--- config.mk ---
export PLATFORM = sky130hd
export DESIGN_NAME = vls_addr_seq
export DESIGN_NICKNAME = d
export VERILOG_FILES = /design/src/rtl/vls_pkg.sv /design/src/rtl/vls_cmd_decode.sv /design/src/rtl/vls_elem_ctr.sv /design/src/rtl/vls_addr_accum.sv /design/src/rtl/vls_addr_seq.sv
export SDC_FILE = /design/constraint.sdc
export NUM_CORES = 1
export LEC_CHECK = 0
export BUFFER_PORTS_ARGS = -buffer_cell sky130_fd_sc_hd__buf_4
export CORE_AREA = 4 4 186 188
export CTS_BUF_LIST = sky130_fd_sc_hd__clkbuf_4
export DETAILED_ROUTE_END_ITERATION = 8
export DIE_AREA = 0 0 190 192
export GPL_ROUTABILITY_DRIVEN = 0
export PLACE_DENSITY_LB_ADDON = 0.15
export SYNTH_ARGS = -nofsm -noshare
export SYNTH_HDL_FRONTEND = slang
export SYNTH_SLANG_ARGS = --single-unit
--- constraint.sdc ---
create_clock -name clk -period 6.9 [get_ports clk]
set_input_delay 0.69 -clock clk [delete_from_list [all_inputs] [get_ports clk]]
set_output_delay 0.69 -clock clk [all_outputs]
set_load 0.01 [all_outputs]
--- src/rtl/vls_pkg.sv ---
package vls_pkg;

  typedef enum logic [1:0] {
    AM_STRIDED  = 2'b00,
    AM_PACKED   = 2'b01,
    AM_UPD_PRE  = 2'b10,
    AM_UPD_POST = 2'b11
  } amode_e;

  // A zero immediate cannot stride, so strided falls back to packed stepping.
  function automatic amode_e resolve_mode(input logic [1:0] raw, input logic imm_zero);
    amode_e m;
    m = amode_e'(raw);
    if (m == AM_STRIDED && imm_zero) m = AM_PACKED;
    return m;
  endfunction

endpackage

--- src/rtl/vls_cmd_decode.sv ---
module vls_cmd_decode
  import vls_pkg::*;
#(
  parameter int ADDR_W = 64,
  parameter int IMM_W  = 16,
  parameter int SIZE_W = 4
) (
  input  logic [1:0]        mode,
  input  logic [ADDR_W-1:0] base_val,
  input  logic              base_is_r0,
  input  logic [IMM_W-1:0]  imm,
  input  logic [SIZE_W-1:0] elem_size,
  output logic [ADDR_W-1:0] eff_base,
  output logic [ADDR_W-1:0] first_addr,
  output logic [ADDR_W-1:0] step,
  output logic              is_update,
  output logic              is_pre
);

  localparam int PAD_IMM  = ADDR_W - IMM_W;
  localparam int PAD_SIZE = ADDR_W - SIZE_W;

  function automatic logic [ADDR_W-1:0] sext(input logic [IMM_W-1:0] v);
    return {{PAD_IMM{v[IMM_W-1]}}, v};
  endfunction

  function automatic logic [ADDR_W-1:0] zext_size(input logic [SIZE_W-1:0] v);
    return {{PAD_SIZE{1'b0}}, v};
  endfunction

  amode_e            rmode;
  logic [ADDR_W-1:0] disp;

  always_comb begin
    rmode     = resolve_mode(mode, imm == '0);
    disp      = sext(imm);
    eff_base  = base_is_r0 ? '0 : base_val;
    is_update = (rmode == AM_UPD_PRE) || (rmode == AM_UPD_POST);
    is_pre    = (rmode == AM_UPD_PRE);
    unique case (rmode)
      AM_STRIDED:  begin first_addr = eff_base;        step = disp;                 end
      AM_PACKED:   begin first_addr = eff_base + disp; step = zext_size(elem_size); end
      AM_UPD_PRE:  begin first_addr = eff_base + disp; step = disp;                 end
      default:     begin first_addr = eff_base;        step = disp;                 end
    endcase
  end

endmodule

--- src/rtl/vls_elem_ctr.sv ---
module vls_elem_ctr #(
  parameter int VL_W = 7
) (
  input  logic            clk,
  input  logic            rst_n,
  input  logic            load,
  input  logic [VL_W-1:0] vl_in,
  input  logic            adv,
  input  logic            active,
  output logic [VL_W-1:0] idx,
  output logic            is_last
);

  logic [VL_W-1:0] vl_q;

  always_ff @(posedge clk or negedge rst_n) begin
    if (!rst_n) begin
      idx  <= '0;
      vl_q <= '0;
    end else if (load) begin
      idx  <= '0;
      vl_q <= vl_in;
    end else if (adv) begin
      idx  <= idx + 1'b1;
    end
  end

  assign is_last = (idx == vl_q - 1'b1);

  // an active element index never reaches the loaded length
  a_r9_idx_in_range: assert property (@(posedge clk) disable iff (!rst_n)
    active |-> (idx < vl_q));

  // indices step by exactly one per advance
  a_r9_idx_step: assert property (@(posedge clk) disable iff (!rst_n)
    (adv && !load) |=> (idx == $past(idx) + 1'b1));

endmodule

--- src/rtl/vls_addr_accum.sv ---
module vls_addr_accum #(
  parameter int ADDR_W = 64
) (
  input  logic              clk,
  input  logic              rst_n,
  input  logic              load,
  input  logic [ADDR_W-1:0] first_addr,
  input  logic [ADDR_W-1:0] step_in,
  input  logic              pre_in,
  input  logic              adv,
  output logic [ADDR_W-1:0] addr,
  output logic [ADDR_W-1:0] final_base
);

  logic [ADDR_W-1:0] step_q;
  logic              pre_q;
  logic [ADDR_W-1:0] next_addr;

  assign next_addr = addr + step_q;

  always_ff @(posedge clk or negedge rst_n) begin
    if (!rst_n) begin
      addr   <= '0;
      step_q <= '0;
      pre_q  <= 1'b0;
    end else if (load) begin
      addr   <= first_addr;
      step_q <= step_in;
      pre_q  <= pre_in;
    end else if (adv) begin
      addr   <= next_addr;
    end
  end

  // Pre-update already points past the base; post-update needs one more step.
  assign final_base = pre_q ? addr : next_addr;

  // consecutive addresses differ by the latched step, modulo 2^64
  a_r12_wrap_step: assert property (@(posedge clk) disable iff (!rst_n)
    (adv && !load) |=> (addr == $past(addr) + $past(step_q)));

  // address holds when neither loaded nor advanced
  a_r9_addr_hold: assert property (@(posedge clk) disable iff (!rst_n)
    (!adv && !load) |=> $stable(addr));

endmodule

--- src/rtl/vls_addr_seq.sv ---
module vls_addr_seq
  import vls_pkg::*;
#(
  parameter int ADDR_W = 64,
  parameter int IMM_W  = 16,
  parameter int SIZE_W = 4,
  parameter int VL_W   = 7
) (
  input  logic              clk,
  input  logic              rst_n,
  input  logic              start,
  input  logic [1:0]        mode,
  input  logic [ADDR_W-1:0] base_val,
  input  logic              base_is_r0,
  input  logic [IMM_W-1:0]  imm,
  input  logic [SIZE_W-1:0] elem_size,
  input  logic [VL_W-1:0]   vlen,
  output logic              busy,
  output logic              req_valid,
  input  logic              req_ready,
  output logic [VL_W-1:0]   req_idx,
  output logic [ADDR_W-1:0] req_addr,
  output logic              done,
  output logic              wb_valid,
  output logic [ADDR_W-1:0] wb_base
);

  logic [ADDR_W-1:0] dec_base, dec_first, dec_step, acc_final;
  logic              dec_upd, dec_pre;
  logic              busy_q, upd_q, done_q, wbv_q;
  logic [ADDR_W-1:0] wb_q;
  logic              is_last;

  // Named events for the assertions
  logic accept, empty_cmd, hs, last_hs;

  vls_cmd_decode #(.ADDR_W(ADDR_W), .IMM_W(IMM_W), .SIZE_W(SIZE_W)) u_dec (
    .mode(mode), .base_val(base_val), .base_is_r0(base_is_r0), .imm(imm),
    .elem_size(elem_size), .eff_base(dec_base), .first_addr(dec_first),
    .step(dec_step), .is_update(dec_upd), .is_pre(dec_pre)
  );

  assign accept    = start && !busy_q;
  assign empty_cmd = accept && (vlen == '0);
  assign hs        = busy_q && req_ready;
  assign last_hs   = hs && is_last;

  vls_elem_ctr #(.VL_W(VL_W)) u_ctr (
    .clk(clk), .rst_n(rst_n), .load(accept), .vl_in(vlen), .adv(hs),
    .active(busy_q), .idx(req_idx), .is_last(is_last)
  );

  vls_addr_accum #(.ADDR_W(ADDR_W)) u_acc (
    .clk(clk), .rst_n(rst_n), .load(accept), .first_addr(dec_first),
    .step_in(dec_step), .pre_in(dec_pre), .adv(hs), .addr(req_addr),
    .final_base(acc_final)
  );

  always_ff @(posedge clk or negedge rst_n) begin
    if (!rst_n) begin
      busy_q <= 1'b0;
      upd_q  <= 1'b0;
      done_q <= 1'b0;
      wbv_q  <= 1'b0;
      wb_q   <= '0;
    end else begin
      done_q <= empty_cmd || last_hs;
      wbv_q  <= (empty_cmd && dec_upd) || (last_hs && upd_q);
      if (accept) begin
        busy_q <= (vlen != '0);
        upd_q  <= dec_upd;
      end else if (last_hs) begin
        busy_q <= 1'b0;
      end
      if (empty_cmd)    wb_q <= dec_base;
      else if (last_hs) wb_q <= acc_final;
    end
  end

  assign busy      = busy_q;
  assign req_valid = busy_q;
  assign done      = done_q;
  assign wb_valid  = wbv_q;
  assign wb_base   = wb_q;

  // an empty command never raises a request and finishes at once
  a_r8_empty_cmd: assert property (@(posedge clk) disable iff (!rst_n)
    (start && !busy && vlen == '0) |=> (!req_valid && done));

  // the done cycle is an idle cycle
  a_r10_done_idle: assert property (@(posedge clk) disable iff (!rst_n)
    done |-> (!busy && !req_valid));

  // a write-back is only reported at the end of a command
  a_r7_wb_with_done: assert property (@(posedge clk) disable iff (!rst_n)
    wb_valid |-> done);

  // a start while busy does not disturb a stalled request
  a_r11_start_ignored: assert property (@(posedge clk) disable iff (!rst_n)
    (busy && start && !req_ready) |=> (req_valid && $stable(req_addr) && $stable(req_idx)));

  // a stalled request is held
  a_r9_hold_stall: assert property (@(posedge clk) disable iff (!rst_n)
    (req_valid && !req_ready) |=> (req_valid && $stable(req_addr) && $stable(req_idx)));

endmodule

* Word level (Yosys, flattened, before mapping) *
Index checks and enable logic that the tools add are counted.
Widths: inputs -> output; s select.

word-level totals
  register bits = 211
  latch bits = 0
  RAM bits = 0
  memory bits (read-only) = 0
  input port bits = 98
  output and inout bits = 139
  memories kept = 0

operators by class
  add/subtract/negate cells = 4
  multiply operators = 0
  divide/modulo/power cells = 0
  magnitude comparators = 0
  equality and inequality tests = 4
  shifts and indexed selects = 0
  muxes and demuxes = 13
  bitwise logic cells = 0
  reduce and logical (&&, ||, !) cells = 19

operators with widths
  operator             number
  $mux 64              8
  $add 64x64->64       2
  $logic_not 16->1     1
  $mux 7               2
  $add 7x1->7 const B  1
  $eq 7x7->1           1
  $logic_and 1x1->1    7
  $logic_not 7->1      1
  $reduce_bool 7->1    1
  $sub 7x1->7 const B  1
  $reduce_bool 2->1    3
  $eq 2x2->1 const B   2
  $logic_or 1x1->1     3
  $eq 2x1->1 const B   1
  $logic_not 2->1      1
  $mux 1               2
  $mux 2               1
  $reduce_or 2->1      1
  $logic_not 1->1      1

* Longest topological paths before layout *
Gate-level depths: netlist of the first run.

  word-level depth = 7
  gate-level depth with buffers = 16

* Modules after synthesis *
A second synthesis of the first run with hierarchy kept.

second synthesis, totals
  cells, all modules = 2305
  area, all modules = 19598.8 µm²

modules (own cells, without submodules)
  module          instances  cells each  area each (µm²)  seq. area each (µm²)
  vls_addr_accum  1          1122        9726.8           3228.1
  vls_cmd_decode  1          881         5666.7           0.0
  vls_addr_seq    1          224         3417.0           1701.6
  vls_elem_ctr    1          78          788.3            350.3

* Worst setup path before layout of the first run *
Ideal clock, no wire load.

  path kind = input to register
  start point = input port base_is_r0
  end point = register u_acc.addr[56]
  arrival time = 3.796 ns
  path slack = 3.010 ns
  stages = 15
  path through = clkbuf_1 clkbuf_1 nor2b_1 ha_1 fa_1 a21oi_1 o21ai_1 a21oi_1 a2111oi_4 a211oi_1 o21ba_2 o21a_1 o21bai_1 xnor2_1 a211oi_1

between the ends
  longest elaborated chain between the ends = 4

RTL lines
  what                    RTL line                                    source
  start: declaration      vls_addr_seq.sv:14                          input logic base_is_r0,
  $mux 64 (*)             vls_cmd_decode.sv:37                        eff_base = base_is_r0 ? '0 : base_val;
  $add 64x64->64          vls_cmd_decode.sv:42, vls_cmd_decode.sv:43
  $mux 64 (*)             n/a
  $mux 64 (*)             vls_addr_accum.sv:26                        end else if (load) begin
  end signal: assignment  vls_addr_accum.sv:27                        addr <= first_addr;
  end signal: assignment  vls_addr_accum.sv:31                        addr <= next_addr;
  end: declaration        vls_addr_accum.sv:11                        output logic [ADDR_W-1:0] addr,

Mark *: on every way between the ends. The rest lies on a longest branch, timed or not.
A chain may end at the register's enable or synchronous reset.

==> results.sh, run 1 <==
export IMPL_pin_count=237
export IMPL_drt_iter0_drc=2525
export IMPL_synth_compound_area_share_pct=32.91
export IMPL_reg2reg_slack_ns=2.83
export IMPL_p_int_mw=4.131
export IMPL_grt_pass1_vias=16220
export IMPL_dr_pass1_iters=6
export IMPL_synth_nets=2356
export IMPL_p_seq_share_pct=20.6
export IMPL_r2r_start="u_acc.step_q[62]$_DFFE_PN0P_"
export IMPL_rows=67
export IMPL_synth_xor_area_share_pct=6.696
export IMPL_yosysSeqAreaShare_pct=24.95
export IMPL_synthAdderAreaFrac_pct=10.04
export IMPL_dieArea_mm2=0.03648
export IMPL_tns_ns=0
export IMPL_fmax_ghz=0.2456
export IMPL_synth_top_area_share_pct=24.95
export IMPL_post_route_period_util_pct=59.00
export IMPL_reg2reg_depth=12
export IMPL_yosys_warnings=0
export IMPL_slew_headroom_pct=30.50
export IMPL_slew_violations=0
export IMPL_power_density_mw_per_mm2=500.1
export IMPL_r2r_end="u_acc.addr[56]$_DFFE_PN0P_"
export IMPL_synth_distinct_cells=91
export IMPL_status="finished clean"
export IMPL_cts_resized_gates=0
export IMPL_core_area_mm2=0.03311
export IMPL_multi_input_area_mm2=0.01162
export IMPL_cp_startpoint="u_acc.step_q[62]$_DFFE_PN0P_"
export IMPL_cts_path_max_buffers=2
export IMPL_final_layout_size_suffix_gt1_share_pct=14.91
export IMPL_fin_ws_ns=2.829
export IMPL_final_seq_area_mm2=0.004079
export IMPL_synth_top_family_by_area="compound AO/OA/AOI/OAI gates"
export IMPL_drt_total_wl_mm=65.23
export IMPL_post_cts_buffers=0
export IMPL_htree_num_levels=4
export IMPL_hp_class="in -> async"
export IMPL_critical_path_required_ns=7.49
export IMPL_ys_flop_type="dfrtp_1"
export IMPL_power_switching_mw=5.199
export IMPL_finalCriticalPeriod_ns=4.071
export IMPL_synth_top_cell_by_area="dfrtp_1"
export IMPL_netlist_top_cells_area="dfrtp_1 25%, ha_1 9.8%, a21oi_1 7.5%, nand2_1 6.2%, o21ai_0 5.2%"
export IMPL_synthMuxAreaShare_pct=1.959
export IMPL_syn_area_per_cell_um2=7.684
export IMPL_place_hpwl_mm=49.19
export IMPL_antenna_found_initial=4
export IMPL_final_nets=2496
export IMPL_hold_violations=0
export IMPL_cts_sinks=163
export IMPL_drv_cap=0
export IMPL_critPathKind="reg -> reg"
export IMPL_arrival_ns=4.66
export IMPL_grt_max_degree=110
export IMPL_clk_latency_ns=0.66
export IMPL_port_buffers=236
export IMPL_rsz0062_at_grt="no"
export IMPL_cts_made_buffers=17
export IMPL_worstPathMaxFanout=45
export IMPL_syn_to_final_growth_pct=14.10
export IMPL_tritoncts="built"
export IMPL_ir_drop_mv=0.2025
export IMPL_endpoint_kind="flip-flop"
export IMPL_synth_enable_flop_cells=0
export IMPL_final_antenna_net_count=0
export IMPL_final_cell_mix="269 x nand2_1, 252 x buf_4, 246 x a21oi_1"
export IMPL_grtUsageTotal_pct=34.73
export IMPL_synthCells=2128
export IMPL_initial_core_util_pct=49.38
export IMPL_fp_dieH_um=192
export IMPL_overflow=0
export IMPL_postCtsHoldBufs=0
export IMPL_vias=17879
export IMPL_root_buffer="clkbuf_4"
export IMPL_netlist_area_mm2=0.01635
export IMPL_path_clk_slew_ns=0.19
export IMPL_wl_per_cell_um=23.89
export IMPL_switching_share_pct=55.73
export IMPL_tightest_slew_ns=1.042
export IMPL_layout_commonest_cell="nand2_1"
export IMPL_ys_seq_elements=163
export IMPL_clockPowerShare_pct=6.9
export IMPL_finalSetupViolCount=0
export IMPL_comb_power_share_pct=72.6
export IMPL_fillers=3181
export IMPL_dp_slack_ns=2.427
export IMPL_die_w_um=190
export IMPL_power_leakage_nw=8.643
export IMPL_grt_pass1_wl_mm=97.80
export IMPL_routed_via_density=6.547
export IMPL_finClkSkew_ns=0.05436
export IMPL_cp_start_kind="flip-flop"
export IMPL_hold_ws_ns=0.2008
export IMPL_async_flop_share_pct=100.0
export IMPL_synth_simple_area_share_pct=19.08
export IMPL_drc=0
state kept, by name, summed over array words and instances (netlist names):
signal	cells
busy	1
done	1
u_acc.addr	64
u_acc.pre_q	1
u_acc.step_q	16
u_ctr.idx	7
u_ctr.vl_q	7
upd_q	1
wb_base	64
wb_valid	1
how the worst max path moves through the flow:
stage	endpoint
3_3_place_gp	u_acc.addr[56]$_DFFE_PN0P_
6_report	u_acc.addr[56]$_DFFE_PN0P_
3_5_place_dp	u_acc.addr[56]$_DFFE_PN0P_
5_1_grt	u_acc.addr[56]$_DFFE_PN0P_
4_1_cts	u_acc.addr[56]$_DFFE_PN0P_
2_1_floorplan	u_acc.addr[56]$_DFFE_PN0P_
final cells by class:
cell class | instances | share of cell area (%)
diodes | 2 | 0.02683
well taps | 448 | 3.005
inverters | 55 | 1.107
multi-input cells | 1778 | 62.28
clock buffers | 17 | 0.6841
clock inverters | 15 | 0.8383
flip-flops and latches | 163 | 21.86
repair buffers | 253 | 10.20
worst max-delay path, stage by stage (launching register included):
cell and delay [ns]:
dfrtp_1 0.49, buf_4 0.52, ha_1 0.38, nand2_1 0.20, nor4_2 0.38, nand4_1 0.18
a211oi_1 0.40, a211oi_1 0.18, o31a_1 0.34, o21a_1 0.25, xnor2_1 0.29, a21oi_1 0.15
a211oi_1 0.25
power by group through the flow:
| stage | clock [mW] | sequential, mW | combinational, mW |
|---|---|---|---|
| floorplan | 0 | 1.88 | 4.23 |
| global placement | 0 | 1.90 | 6.40 |
| detailed placement | 0 | 1.90 | 6.49 |
| CTS | 0.646 | 1.89 | 6.53 |
| global route | 0.682 | 1.95 | 7.33 |
| finish | 0.641 | 1.92 | 6.77 |
per-layer routing:
metal,wire length (µm),part of all wire (%),vias up,GRT usage (%)
met5,41,0.063,-,0
met4,1209,1.9,6,6.427
met3,10510,16,94,15.76
met2,25760,39,1132,47.31
met1,27710,42,8492,50.67
li1,-,-,8155,-
cells by family (layout without fill, tap and decap cells):
kind of cell | Yosys count | count (layout)
adders and majority gates | 130 | 130
AOI/OAI and AO/OA | 819 | 819
DFF | 163 | 163
muxes | 31 | 31
xor gates and xnor gates | 125 | 125
and+or+nand+nor | 673 | 673
other | 0 | 2
buffers and inverters | 187 | 340
synth_stat cells, drive strengths merged (26+ instances only):
cell	number
ha	128
o21ai	188
nand4	42
xor2	52
a21oi	249
o21a	26
a22oi	28
clkbuf	115
dfrtp	163
inv	55
nand2	272
nand3	32
nor3	36
xnor2	73
nor2b	53
a21o	64
mux2i	26
a211oi	45
nor2	156
a22o	29
per-stage QoR:
step | cell area (µm²) | util [%] | power (mW) | std cells
2_1_floorplan | 16350 | - | 6.108 | 2128
5_1_grt | 18660 | 56.34 | 9.958 | 2731
6_report | 18660 | 56.34 | 9.330 | 2731
3_5_place_dp | 18370 | 55.47 | 8.390 | 2697
4_1_cts | 18650 | 56.33 | 9.062 | 2729
3_3_place_gp | 18370 | 55.47 | 8.303 | 2697
(Power assumes the default switching activity.)
==> run 2: changes to the inputs <==
- clock period: 6.9 -> 4.15 ns (I/O delays scaled with it)
==> run 2 against run 1 <==
Global-route usage fell by 0.12 points; combinational power rose by 68%; non-clock buffer count rose by 33; maximum frequency rose by 5.0%; sequential share of layout area fell by 0.37 points; count of clock-buffer cells in the layout did not move; routed wire length rose by 0.48%; largest cell class unchanged.
==> results.sh, run 2 (synthesis gave the netlist of run 1 again) <==
export IMPL_status="finished clean"
export IMPL_place_hpwl_mm=50.59
export IMPL_die_w_um=190
export IMPL_crit_slowest_cell="dfrtp_1"
export IMPL_tightest_slew_ns=1.183
export IMPL_r2r_start="u_acc.step_q[62]$_DFFE_PN0P_"
export IMPL_reg2reg_depth=12
export IMPL_dp_slack_ns=0.1224
export IMPL_cts_path_max_buffers=2
export IMPL_hold_depth=3
export IMPL_final_layout_size_suffix_gt1_share_pct=15.86
export IMPL_cp_start_kind="flip-flop"
export IMPL_crit_family="compound AO/OA/AOI/OAI gates"
export IMPL_grtUsageTotal_pct=34.61
export IMPL_power_density_mw_per_mm2=825.1
export IMPL_cts_resized_gates=0
export IMPL_endpoint_kind="flip-flop"
export IMPL_port_buffers=236
export IMPL_cp_common_cell="a211oi_1"
export IMPL_hold_start="imm[4]"
export IMPL_fmax_ghz=0.2579
export IMPL_fillers=3061
export IMPL_cts_sinks=163
export IMPL_crit_buf_inv=1
export IMPL_dr_pass1_iters=6
export IMPL_root_buffer="clkbuf_4"
export IMPL_cp_cell_sequence="buf_12 > ha_1 > nand2_1 > nor4_2 > nand4_1 > a211oi_1 > a211oi_1 > o31a_1 > o21a_1 > o211a_1 > o21ai_0 > o211ai_1"
export IMPL_arrival_ns=4.40
export IMPL_path_clk_slew_ns=0.18
export IMPL_reg2reg_slack_ns=0.27
export IMPL_tritoncts="built"
export IMPL_grt_max_degree=72
export IMPL_pin_count=237
export IMPL_drc=0
export IMPL_final_antenna_net_count=0
export IMPL_final_cells=2765
export IMPL_fp_dieH_um=192
export IMPL_dp_cells=2722
export IMPL_power_leakage_nw=8.831
export IMPL_hold_path_end="u_acc.step_q[4]$_DFFE_PN0P_"
export IMPL_worstPathMaxFanout=49
export IMPL_rsz0062_at_grt="no"
export IMPL_critical_path_required_ns=4.68
export IMPL_max_stage_delay_ns=0.45
export IMPL_slew_headroom_pct=21.13
export IMPL_finClkSkew_ns=0.03788
export IMPL_ir_drop_mv=0.3693
export IMPL_grt_pass1_wl_mm=98.19
export IMPL_finalCriticalPeriod_ns=3.877
export IMPL_fin_ws_ns=0.2727
export IMPL_cts_made_buffers=17
export IMPL_tns_ns=0
export IMPL_final_nets=2529
export IMPL_hold_violations=0
export IMPL_drt_total_wl_mm=65.55
export IMPL_layout_commonest_cell="buf_4"
export IMPL_dieArea_mm2=0.03648
export IMPL_hp_class="in -> reg"
export IMPL_grt_pass1_vias=16440
export IMPL_critPathKind="reg -> reg"
export IMPL_routed_via_density=6.552
export IMPL_vias=18115
export IMPL_syn_to_final_growth_pct=16.07
export IMPL_wl_per_cell_um=23.71
export IMPL_slew_violations=0
export IMPL_clk_latency_ns=0.64
export IMPL_final_util_pct=57.31
export IMPL_rows=67
export IMPL_drv_cap=0
export IMPL_drt_iter0_drc=2815
export IMPL_antenna_found_initial=2
export IMPL_finalSetupViolCount=0
export IMPL_overflow=0
export IMPL_core_area_mm2=0.03311
export IMPL_final_cell_mix="275 x buf_4, 269 x nand2_1, 246 x a21oi_1"
export IMPL_p_total_mw=15.66
export IMPL_initial_core_util_pct=49.38
export IMPL_r2r_end="u_acc.addr[60]$_DFFE_PN0P_"
export IMPL_post_route_period_util_pct=93.43
export IMPL_htree_num_levels=4
## run 2: cell types whose count changed in the layout (fill, tap and decap cells not counted), sizes merged
cell | previous run | this run
buf | 253 | 278
bufinv | 2 | 1
clkinvlp | 3 | 0
diode | 2 | 3
dlygate4sd3 | 0 | 8
inv | 59 | 63
## run 2: stage by stage
stage | hold WS (ns) | area (µm²)
3_5_place_dp | 0.4748 | 18580
4_1_cts | 0.01057 | 18970
5_1_grt | 0.03504 | 18980
6_report | 0.06232 | 18980
3_3_place_gp | 0.4676 | 18580
2_1_floorplan | 0.1194 | 16350
## run 2: final cells by class
| type | instances | area, µm² | share of cell area [%] |
|---|---|---|---|
| Antenna cell | 3 | 7.507 | 0.03956 |
| Clock buffer | 17 | 127.6 | 0.6725 |
| Clock inverter | 15 | 185.2 | 0.9757 |
| Inverter | 55 | 206.4 | 1.088 |
| Multi-Input combinational cell | 1778 | 11620 | 61.21 |
| Sequential cell | 163 | 4079 | 21.49 |
| Tap cell | 448 | 560.5 | 2.954 |
| Timing Repair Buffer | 286 | 2196 | 11.57 |
## run 2: worst max-delay path by stage
| stage | start | endpoint | cells after the start |
|---|---|---|---|
| after floorplan | u_acc.step_q[62]$_DFFE_PN0P_ | u_acc.addr[58]$_DFFE_PN0P_ | 11 |
| after global placement | base_is_r0 | u_acc.addr[56]$_DFFE_PN0P_ | 14 |
| after detailed placement | base_is_r0 | u_acc.addr[56]$_DFFE_PN0P_ | 14 |
| after CTS | u_acc.step_q[62]$_DFFE_PN0P_ | u_acc.addr[56]$_DFFE_PN0P_ | 12 |
| after global routing | u_acc.addr[0]$_DFFE_PN0P_ | u_acc.addr[52]$_DFFE_PN0P_ | 12 |
| final | u_acc.step_q[62]$_DFFE_PN0P_ | u_acc.addr[60]$_DFFE_PN0P_ | 12 |
## run 2: worst register-to-register path: cells and delay by family, from the launching register on
family | cells | cell delay (ns)
flip-flops | 1 | 0.45
adder cells (fa/ha/maj) | 1 | 0.43
AND/OR/NAND/NOR | 3 | 0.79
buffers and inverters | 1 | 0.20
AO/OA/AOI/OAI | 7 | 1.90
## run 2: routing by layer
metal	track usage (%)	vias to the layer above	part of all wire (%)
met1	52.81	8635	44
met2	47.43	1167	39
met3	9.996	110	14
met5	0	-	0
li1	-	8203	-
met4	8.904	0	2.7
## run 2: repair_timing
action	in CTS	in global routing
hold endpoints to repair	76	0
setup endpoints to repair	0	0
hold buffers	8	0
buffers inserted	0	0
## run 2: report_power, final
group	switching [mW]	total, mW	internal [mW]
registers	0.892	3.18	2.29
logic	7.11	11.4	4.29
clock network	0.741	1.08	0.338
